`src/rtl/bis_pkg.sv`:
```
package bis_pkg;

    typedef enum logic [2:0] {
        ST_FREE,
        ST_GAP_A,
        ST_GAP_B,
        ST_T1,
        ST_T2,
        ST_T3
    } bis_state_e;

    // Packed from MSB: field order gives cfg bit3..bit0.
    typedef struct packed {
        logic en_raw;      // bit3: read after write
        logic en_war;      // bit2: write after read
        logic en_diff_rd;  // bit1: read after read, other area
        logic idle_two;    // bit0: two idle states instead of one
    } bis_cfg_t;

    localparam logic [3:0] CFG_RESET = 4'b1110;

endpackage

```
`src/rtl/bis_gap_decide.sv`:
```
module bis_gap_decide
    import bis_pkg::*;
#(
    parameter int AREA_W      = 3,
    parameter bit RAW_IDLE_EN = 1'b1
) (
    input  logic              have_prev,
    input  logic              prev_write,
    input  logic [AREA_W-1:0] prev_area,
    input  logic              new_write,
    input  logic [AREA_W-1:0] new_area,
    input  bis_cfg_t          cfg,
    input  logic              from_free,
    input  logic [1:0]        free_cnt,
    output logic [1:0]        gaps
);
    logic       raw_en;
    logic       need;
    logic [1:0] len;
    logic [1:0] already;

    generate
        if (RAW_IDLE_EN) begin : g_raw
            assign raw_en = cfg.en_raw;
        end else begin : g_no_raw
            assign raw_en = 1'b0;
        end
    endgenerate

    always_comb begin
        need = 1'b0;
        if (have_prev) begin
            if (!prev_write && !new_write && (prev_area != new_area))
                need = cfg.en_diff_rd;
            else if (!prev_write && new_write)
                need = cfg.en_war;
            else if (prev_write && !new_write)
                need = raw_en;
        end
        len     = cfg.idle_two ? 2'd2 : 2'd1;
        already = !from_free ? 2'd0 : ((free_cnt != 2'd0) ? 2'd2 : 2'd1);
        gaps    = (need && (len > already)) ? (len - already) : 2'd0;
    end

endmodule

```
`src/rtl/bis_area_decode.sv`:
```
module bis_area_decode #(
    parameter int AREA_W = 3,
    localparam int AREAS = 1 << AREA_W
) (
    input  logic              en,
    input  logic [AREA_W-1:0] sel,
    output logic [AREAS-1:0]  cs_n
);
    generate
        for (genvar g = 0; g < AREAS; g++) begin : g_cs
            assign cs_n[g] = !(en && (sel == AREA_W'(g)));
        end
    endgenerate
endmodule

```
`src/rtl/bus_idle_seq.sv`:
```
module bus_idle_seq
    import bis_pkg::*;
#(
    parameter int ADDR_W      = 16,
    parameter int DATA_W      = 16,
    parameter int AREA_W      = 3,
    parameter bit RAW_IDLE_EN = 1'b1,
    localparam int AREAS      = 1 << AREA_W
) (
    input  logic              clk,
    input  logic              rst_n,
    input  logic              cfg_we,
    input  logic [3:0]        cfg_wdata,
    input  logic              req_valid,
    output logic              req_ready,
    input  logic [ADDR_W-1:0] req_addr,
    input  logic              req_write,
    input  logic              req_long,
    input  logic [DATA_W-1:0] req_wdata,
    output logic              rd_valid,
    output logic [DATA_W-1:0] rd_data,
    output logic [ADDR_W-1:0] bus_addr,
    output logic [AREAS-1:0]  bus_cs_n,
    output logic              bus_rd_n,
    output logic              bus_wr_n,
    output logic [DATA_W-1:0] bus_dq_o,
    output logic              bus_dq_oe,
    input  logic [DATA_W-1:0] bus_dq_i
);
    bis_state_e        state, state_nx;
    bis_cfg_t          cfg;
    logic [ADDR_W-1:0] cur_addr;
    logic [DATA_W-1:0] cur_wdata;
    logic              cur_write, cur_long, have_prev;
    logic [1:0]        free_cnt, gaps;
    logic              accept, last, cs_en;
    logic [AREA_W-1:0] new_area, cur_area;

    assign new_area = req_addr[ADDR_W-1 -: AREA_W];
    assign cur_area = cur_addr[ADDR_W-1 -: AREA_W];
    assign last     = ((state == ST_T2) && !cur_long) || (state == ST_T3);
    assign req_ready = (state == ST_FREE) || last;
    assign accept   = req_valid && req_ready;

    bis_gap_decide #(.AREA_W(AREA_W), .RAW_IDLE_EN(RAW_IDLE_EN)) u_decide (
        .have_prev (have_prev),
        .prev_write(cur_write),
        .prev_area (cur_area),
        .new_write (req_write),
        .new_area  (new_area),
        .cfg       (cfg),
        .from_free (state == ST_FREE),
        .free_cnt  (free_cnt),
        .gaps      (gaps)
    );

    function automatic bis_state_e route(input logic [1:0] n);
        return (n == 2'd2) ? ST_GAP_A : ((n == 2'd1) ? ST_GAP_B : ST_T1);
    endfunction

    always_comb begin
        state_nx = state;
        unique case (state)
            ST_FREE:  state_nx = accept ? route(gaps) : ST_FREE;
            ST_GAP_A: state_nx = ST_GAP_B;
            ST_GAP_B: state_nx = ST_T1;
            ST_T1:    state_nx = ST_T2;
            ST_T2:    state_nx = cur_long ? ST_T3 : (accept ? route(gaps) : ST_FREE);
            ST_T3:    state_nx = accept ? route(gaps) : ST_FREE;
            default:  state_nx = ST_FREE;
        endcase
    end

    always_ff @(posedge clk or negedge rst_n) begin
        if (!rst_n) begin
            state     <= ST_FREE;
            cfg       <= bis_cfg_t'(CFG_RESET);
            cur_addr  <= '0;
            cur_wdata <= '0;
            cur_write <= 1'b0;
            cur_long  <= 1'b0;
            have_prev <= 1'b0;
            free_cnt  <= 2'd0;
            rd_valid  <= 1'b0;
            rd_data   <= '0;
        end else begin
            state <= state_nx;
            if (cfg_we)
                cfg <= bis_cfg_t'(cfg_wdata);
            if (accept) begin
                cur_addr  <= req_addr;
                cur_wdata <= req_wdata;
                cur_write <= req_write;
                cur_long  <= req_long;
                have_prev <= 1'b1;
            end
            if (last)
                free_cnt <= 2'd0;
            else if ((state == ST_FREE) && (free_cnt != 2'd2))
                free_cnt <= free_cnt + 2'd1;
            rd_valid <= last && !cur_write;
            if (last && !cur_write)
                rd_data <= bus_dq_i;
        end
    end

    always_comb begin
        cs_en     = 1'b0;
        bus_rd_n  = 1'b1;
        bus_wr_n  = 1'b1;
        bus_dq_oe = 1'b0;
        unique case (state)
            ST_FREE, ST_GAP_A, ST_GAP_B: begin
                cs_en = 1'b0;
            end
            ST_T1: begin
                cs_en     = 1'b1;
                bus_rd_n  = cur_write;
                bus_dq_oe = cur_write;
            end
            ST_T2, ST_T3: begin
                cs_en     = 1'b1;
                bus_rd_n  = cur_write;
                bus_wr_n  = !cur_write;
                bus_dq_oe = cur_write;
            end
            default: cs_en = 1'b0;
        endcase
    end

    assign bus_addr = cur_addr;
    assign bus_dq_o = cur_wdata;

    bis_area_decode #(.AREA_W(AREA_W)) u_cs (
        .en  (cs_en),
        .sel (cur_area),
        .cs_n(bus_cs_n)
    );

endmodule

```
`config.mk`:
```
export PLATFORM = sky130hd
export DESIGN_NAME = bus_idle_seq
export DESIGN_NICKNAME = d
export VERILOG_FILES = /design/src/rtl/bis_pkg.sv /design/src/rtl/bis_gap_decide.sv /design/src/rtl/bis_area_decode.sv /design/src/rtl/bus_idle_seq.sv
export SDC_FILE = /design/constraint.sdc
export NUM_CORES = 1
export LEC_CHECK = 0
export BUFFER_PORTS_ARGS = -buffer_cell sky130_fd_sc_hd__buf_4
export CAP_MARGIN = 5
export CORE_AREA = 5 5 105 68
export CTS_CLUSTER_DIAMETER = 100
export DETAILED_ROUTE_END_ITERATION = 8
export DIE_AREA = 0 0 110 73
export HOLD_SLACK_MARGIN = 0.03
export PLACE_DENSITY = 0.79
export SYNTH_ARGS = -nofsm -noshare
export SYNTH_HDL_FRONTEND = slang
export SYNTH_SLANG_ARGS = --single-unit
```
`constraint.sdc`:
```
create_clock -name clk -period 2.7 [get_ports clk]
set_input_delay 0.54 -clock clk [delete_from_list [all_inputs] [get_ports clk]]
set_output_delay 0.54 -clock clk [all_outputs]
set_load 0.05 [all_outputs]
```
Word-level counts from Yosys, hierarchy flattened
Index checks and enable logic that the tools add are counted.
{"block": "classes", "n_addsub": 2, "order_cmp": 1, "eq_ne": 16, "mux": 19, "n_reduce_logical": 37}
{"operator": "$eq 3x3->1 const B", "n": 6}
{"operator": "$logic_and 1x1->1", "n": 17}
{"operator": "$mux 2", "n": 8}
{"operator": "$pmux 3 s5", "n": 1}
{"operator": "$eq 3x2->1 const B", "n": 4}
{"operator": "$logic_not 1->1", "n": 11}
{"operator": "$mux 1", "n": 9}
{"operator": "$eq 3x1->1 const B", "n": 2}
{"operator": "$logic_not 3->1", "n": 2}
{"operator": "$reduce_bool 2->1", "n": 2}
{"operator": "$reduce_or 2->1", "n": 2}
{"operator": "$mux 3", "n": 1}
{"operator": "$ne 3x3->1", "n": 1}
{"operator": "$reduce_or 3->1", "n": 1}
{"operator": "$add 2x1->2 const B", "n": 1}
{"operator": "$eq 2x1->1 const B", "n": 1}
{"operator": "$eq 2x2->1 const B", "n": 1}
{"operator": "$gt 2x2->1", "n": 1}
{"operator": "$logic_or 1x1->1", "n": 2}
{"operator": "$ne 2x2->1 const B", "n": 1}
{"operator": "$sub 2x2->2", "n": 1}
{"block": "word_totals", "register_bits": 61, "in_bits": 58, "out_inout_bits": 61, "elab_cells": 88}

Depth between registers and ports, before layout
{"block": "logic_depth", "ltp_word": 14, "mapped_depth": 10, "depth_no_buf": 10}

Cells and area by module
Synthesis repeated with hierarchy kept, for this count alone.
{"block": "hier_totals", "cells_unflattened": 185, "area_unflattened_um2": 2787.7}
{"module": "bus_idle_seq", "instances": 1, "cells_each": 157, "area_each_um2": 2544.9, "seq_area_each_um2": 1530.2}
{"module": "bis_gap_decide", "instances": 1, "cells_each": 20, "area_each_um2": 166.4, "seq_area_each_um2": 0.0}
{"module": "bis_area_decode", "instances": 1, "cells_each": 8, "area_each_um2": 76.3, "seq_area_each_um2": 0.0}

Worst setup path after synthesis
No wires, ideal clock.
{"block": "synth_path", "path_kind": "register -> register", "from": "reg state[1]", "to": "reg state[1]", "setup_ps": 129, "t_arrival_ps": 2118, "required_time_ps": 2571, "setup_slack_ps": 452, "path_stages_with_launch": 7, "path_buffers": 2, "period_less_slack_ps": 2248, "path_cell_list": "dfrtp_1 -> clkbuf_1 -> clkbuf_1 -> or4_1 -> fa_1 -> nand2_1 -> o41a_1"}
{"block": "synth_between", "elab_chain_len": 10, "elab_cells_between_ends": 21, "classes_between": "1 x add/sub; 1 x order compare; 6 x eq/ne; 6 x mux; 7 x reduce/logical"}
{"element": "start, declared", "line": "bus_idle_seq.sv:30", "rtl": "bis_state_e state, state_nx;"}
{"element": "start signal, assigned", "line": "bus_idle_seq.sv:87", "rtl": "state <= state_nx;"}
{"element": "$logic_not 3->1", "line": "bus_idle_seq.sv:42, bus_idle_seq.sv:52, bus_idle_seq.sv:63"}
{"element": "$mux 2", "line": "bis_gap_decide.sv:41", "rtl": "already = !from_free ? 2'd0 : ((free_cnt != 2'd0) ? 2'd2 : 2'd1);"}
{"element": "$gt 2x2->1", "line": "bis_gap_decide.sv:42", "rtl": "gaps = (need && (len > already)) ? (len - already) : 2'd0;"}
{"element": "$logic_and 1x1->1", "line": "bis_gap_decide.sv:42"}
{"element": "$mux 2", "line": "bis_gap_decide.sv:42"}
{"element": "$eq 2x2->1", "line": "bus_idle_seq.sv:58", "rtl": "return (n == 2'd2) ? ST_GAP_A : ((n == 2'd1) ? ST_GAP_B : ST_T1);"}
{"element": "$mux 2", "line": "bus_idle_seq.sv:58"}
{"element": "$mux 2", "line": "bus_idle_seq.sv:64, bus_idle_seq.sv:68, bus_idle_seq.sv:69"}
{"element": "$mux 3", "line": "bus_idle_seq.sv:68", "rtl": "ST_T2: state_nx = cur_long ? ST_T3 : (accept ? route(gaps) : ST_FREE);"}
{"element": "$pmux 3 s5 (*)", "line": "bus_idle_seq.sv:63", "rtl": "unique case (state)"}
{"element": "named net state_nx[1]", "line": "bus_idle_seq.sv:30"}
Mark *: on every way through the listed nets, which the timed path passes. The rest lies on a longest branch.
A chain may end at the register's enable or synchronous reset.

Worst setup path after layout
{"block": "layout_path", "from": "reg state[1]", "to": "out bus_cs_n[3]"}
{"block": "layout_between", "elab_chain_len": 5, "elab_cells_between_ends": 7, "classes_between": "3 x eq/ne; 1 x mux; 3 x reduce/logical"}
{"element": "$eq 3x3->1 or $eq 3x2->1 (tied branches)", "line": "bus_idle_seq.sv:112", "rtl": "unique case (state)"}
{"element": "$reduce_or 3->1 (no source line) (*)"}
{"element": "$mux 1 (*)", "line": "bus_idle_seq.sv:112"}
{"element": "$logic_and 1x1->1 (*)", "line": "bis_area_decode.sv:11", "rtl": "assign cs_n[g] = !(en && (sel == AREA_W'(g)));"}
{"element": "$logic_not 1->1 (*)", "line": "bis_area_decode.sv:11"}
{"element": "end, declared", "line": "bus_idle_seq.sv:23", "rtl": "output logic [AREAS-1:0] bus_cs_n,"}
Mark *: on every way between the ends. The rest lies on a longest branch, timed or not.

==> run summary <==
area of the die: 0.008030 mm2
period utilization: 0.9173
final core occ: 0.6307
Pwr Density: 1501 mW/mm2
Logic pwr share: 0.585
Clock Latency Late Sink: 0.33 ns
total number of vias: 2003
grt total ovfl: 0
Synth area leader: dfrtp_1
Nets: 386
Max stage delay on crit path: 0.69 ns
antenna-violating nets left: 0
initial drt markers: 111
reg-to-reg startpoint: free_cnt[0]
FF-to-FF End: state[0]
Clock Tree Root: clkbuf_8
register area share after synthesis: 0.5438
hold_buf cts: 0
worst hold slack: 0.2676 ns
CP top delay family: flip-flops
Die Ht: 73 um
f_max: 403.8 MHz
crit end category: primary output
first-pass GRT wire length: 10050 um
pre-CTS setup slack: 0.4441 ns
total negative setup slack: 0 ns
post-CTS sizing: 0
crit path time final: 2.477 ns
Net Sw Frac: 0.4888
gr usage total: 0.1634
status: completed
r2r setup slk: 0.41 ns
CTS Buffer Depth: 2
startpoint types: register
post-synthesis async set-or-reset flop share: 1.000
synth warn: 0
CTS tree: done
Synthesized Nets: 265
maximum vdd drop: 0.9596 mV
initial antenna violation count: 0
worst hold path type: in -> async
CP arrival: 1.94 ns
number of port buffers: 118
top-count cell post-synth: dfrtp_1
MaxCap Viol Count: 0
GP Congestion: 0.8148
Worst Tran Pin Value: 0.7466 ns
Critical Path End: bus_cs_n[3]
Core Footprint: 0.006245 mm2
n_diodes: 0
Mapped Avg Cell Area: 13.93 um2
Final WS setup: 0.2234 ns
FF+latch count, synth: 61
Setup Skew: 0.008263 ns
Yosys top cell area share: 0.5158
switching power: 2.890 mW
Rel. slew slack: 0.5023
critical-path cell list: nand3b_1 -> a21oi_1 -> nand3_1 -> buf_4
Hold Vio Cnt, Final: 0
clk sinks: 61
Die X: 110 um
Detail Placement HPWL: 4738 um
final wirelength: 6433 um
number of flops mapped to enable cells by yosys: 0
number of global-route vias before repair: 2106
Required @ worst endpoint: 2.16 ns
RSZ-0062 raised after global routing: false
Post-Synthesis Cells: 202
I/O pin cnt: 119
Pins Over Slew Limit: 0
Yosys cell types: 35
reg2reg path depth: 7
number of iterations in the first detailed-routing pass: 4
Leak Pwr: 1.937 nW
Worst path depth: 4
htree depth: 3
largest net degree at the start of global routing: 62
Tot Pwr: 5.913 mW
WP buf/inv: 1
total CTS buffers: 9
clock power share: 0.126
share of layout cells above drive strength 1: 0.5762
routed len/inst: 15.50 um
CTS clk-pin slew, worst paths: 0.07 ns
Top FF cell, synth: dfrtp_1
via/cell ratio: 4.827
top cells by area, synth: dfrtp_1, mux2_4, mux2_2
design internal power: 3.023 mW
Slowest cell on crit path: dfrtp_1
mapped cell area: 0.002814 mm2
top cells by count, synth: dfrtp_1, mux2_4, mux2_2, nand2_1, nor2_1
initial core utilization: 0.4506
Cell Rows: 23
crit path max fanout: 16
DRC viols: 0
Worst setup startpoint: state[1]
Seq pwr share: 0.289
Area Overhead vs Synth: 39.97%
final setup vio count: 0
setup bufs post-CTS: 0
crit path kind: reg -> out
==> through the flow <==
| stage | area, um2 | cells |
|---|---|---|
| after CTS | 3939 | 415 |
| after detailed placement | 3755 | 399 |
| after global routing | 3939 | 415 |
| final | 3939 | 415 |
| after floorplan | 2814 | 202 |
| after global placement | 3755 | 399 |
==> area by class of cell <==
type	count	area [um2]
tap	87	108.9
sequential	61	1530
inverter	4	15.01
fill	509	2306
timing repair buffer	120	900.9
clock inverter	6	46.29
multi-input combinational	127	1200
clock buffer	10	137.6
==> cell families after synthesis <==
kind of cell / after synthesis / synth area share
DFF: 61 / 0.5438
muxes: 54 / 0.2548
adders and majority gates: 5 / 0.02490
and+or+nand+nor: 48 / 0.09249
xor gates and xnor gates: 4 / 0.01245
AOI/OAI and AO/OA: 16 / 0.04180
buffers and inverters: 14 / 0.02979
==> power by group through the flow <==
stage / Sequential (mW) / Clock, mW / Combinational [mW]
final: 1.71 / 0.743 / 3.46
after global routing: 1.78 / 0.809 / 3.64
after global placement: 1.70 / 0 / 3.45
after CTS: 1.71 / 0.773 / 3.50
after detailed placement: 1.71 / 0 / 3.50
after floorplan: 2.89 / 0 / 1.33
==> flip-flops by register name (all words and copies together) (netlist names) <==
register	cells
rd_valid	1
free_cnt	2
cfg	4
state	3
bus_addr	16
cur_write	1
rd_data	16
bus_dq_o	16
have_prev	1
cur_long	1
==> worst reg2reg max path: stages (launching register included) <==
cell and delay, ns:
dfrtp_1 0.39, inv_1 0.08, ha_1 0.20, or4_1 0.58
fa_1 0.49, nor2_1 0.10, o21ai_0 0.09, o221a_2 0.25
==> worst min-delay path by stage <==
stage	end	slack, ns
floorplan	bus_addr[0]	0.24
global placement	have_prev	0.46
detailed placement	have_prev	0.46
CTS	rd_data[0]	0.29
global route	rd_data[0]	0.33
finish	rd_data[0]	0.27
==> per-layer routing <==
layer	vias up	global-route usage	wire length (um)
li1	944	-	-
met1	947	0.2066	2730
met2	102	0.2433	2750
met3	10	0.08400	871
met4	0	0.05256	80
met5	-	0	0
==> placed cells by master, fill, tap and decap left out, types with 5 or more instances in the layout <==
| cell type | synthesis | final |
|---|---|---|
| buf_4 | 0 | 120 |
| dfrtp_1 | 58 | 58 |
| mux2_4 | 29 | 29 |
| mux2_2 | 16 | 16 |
| nand2_1 | 13 | 13 |
| nor2_1 | 10 | 10 |
| clkbuf_8 | 0 | 10 |
| mux2_1 | 9 | 9 |
| o21ai_0 | 7 | 7 |
| nor2b_1 | 5 | 5 |
Power figures use the tool's default switching activity.
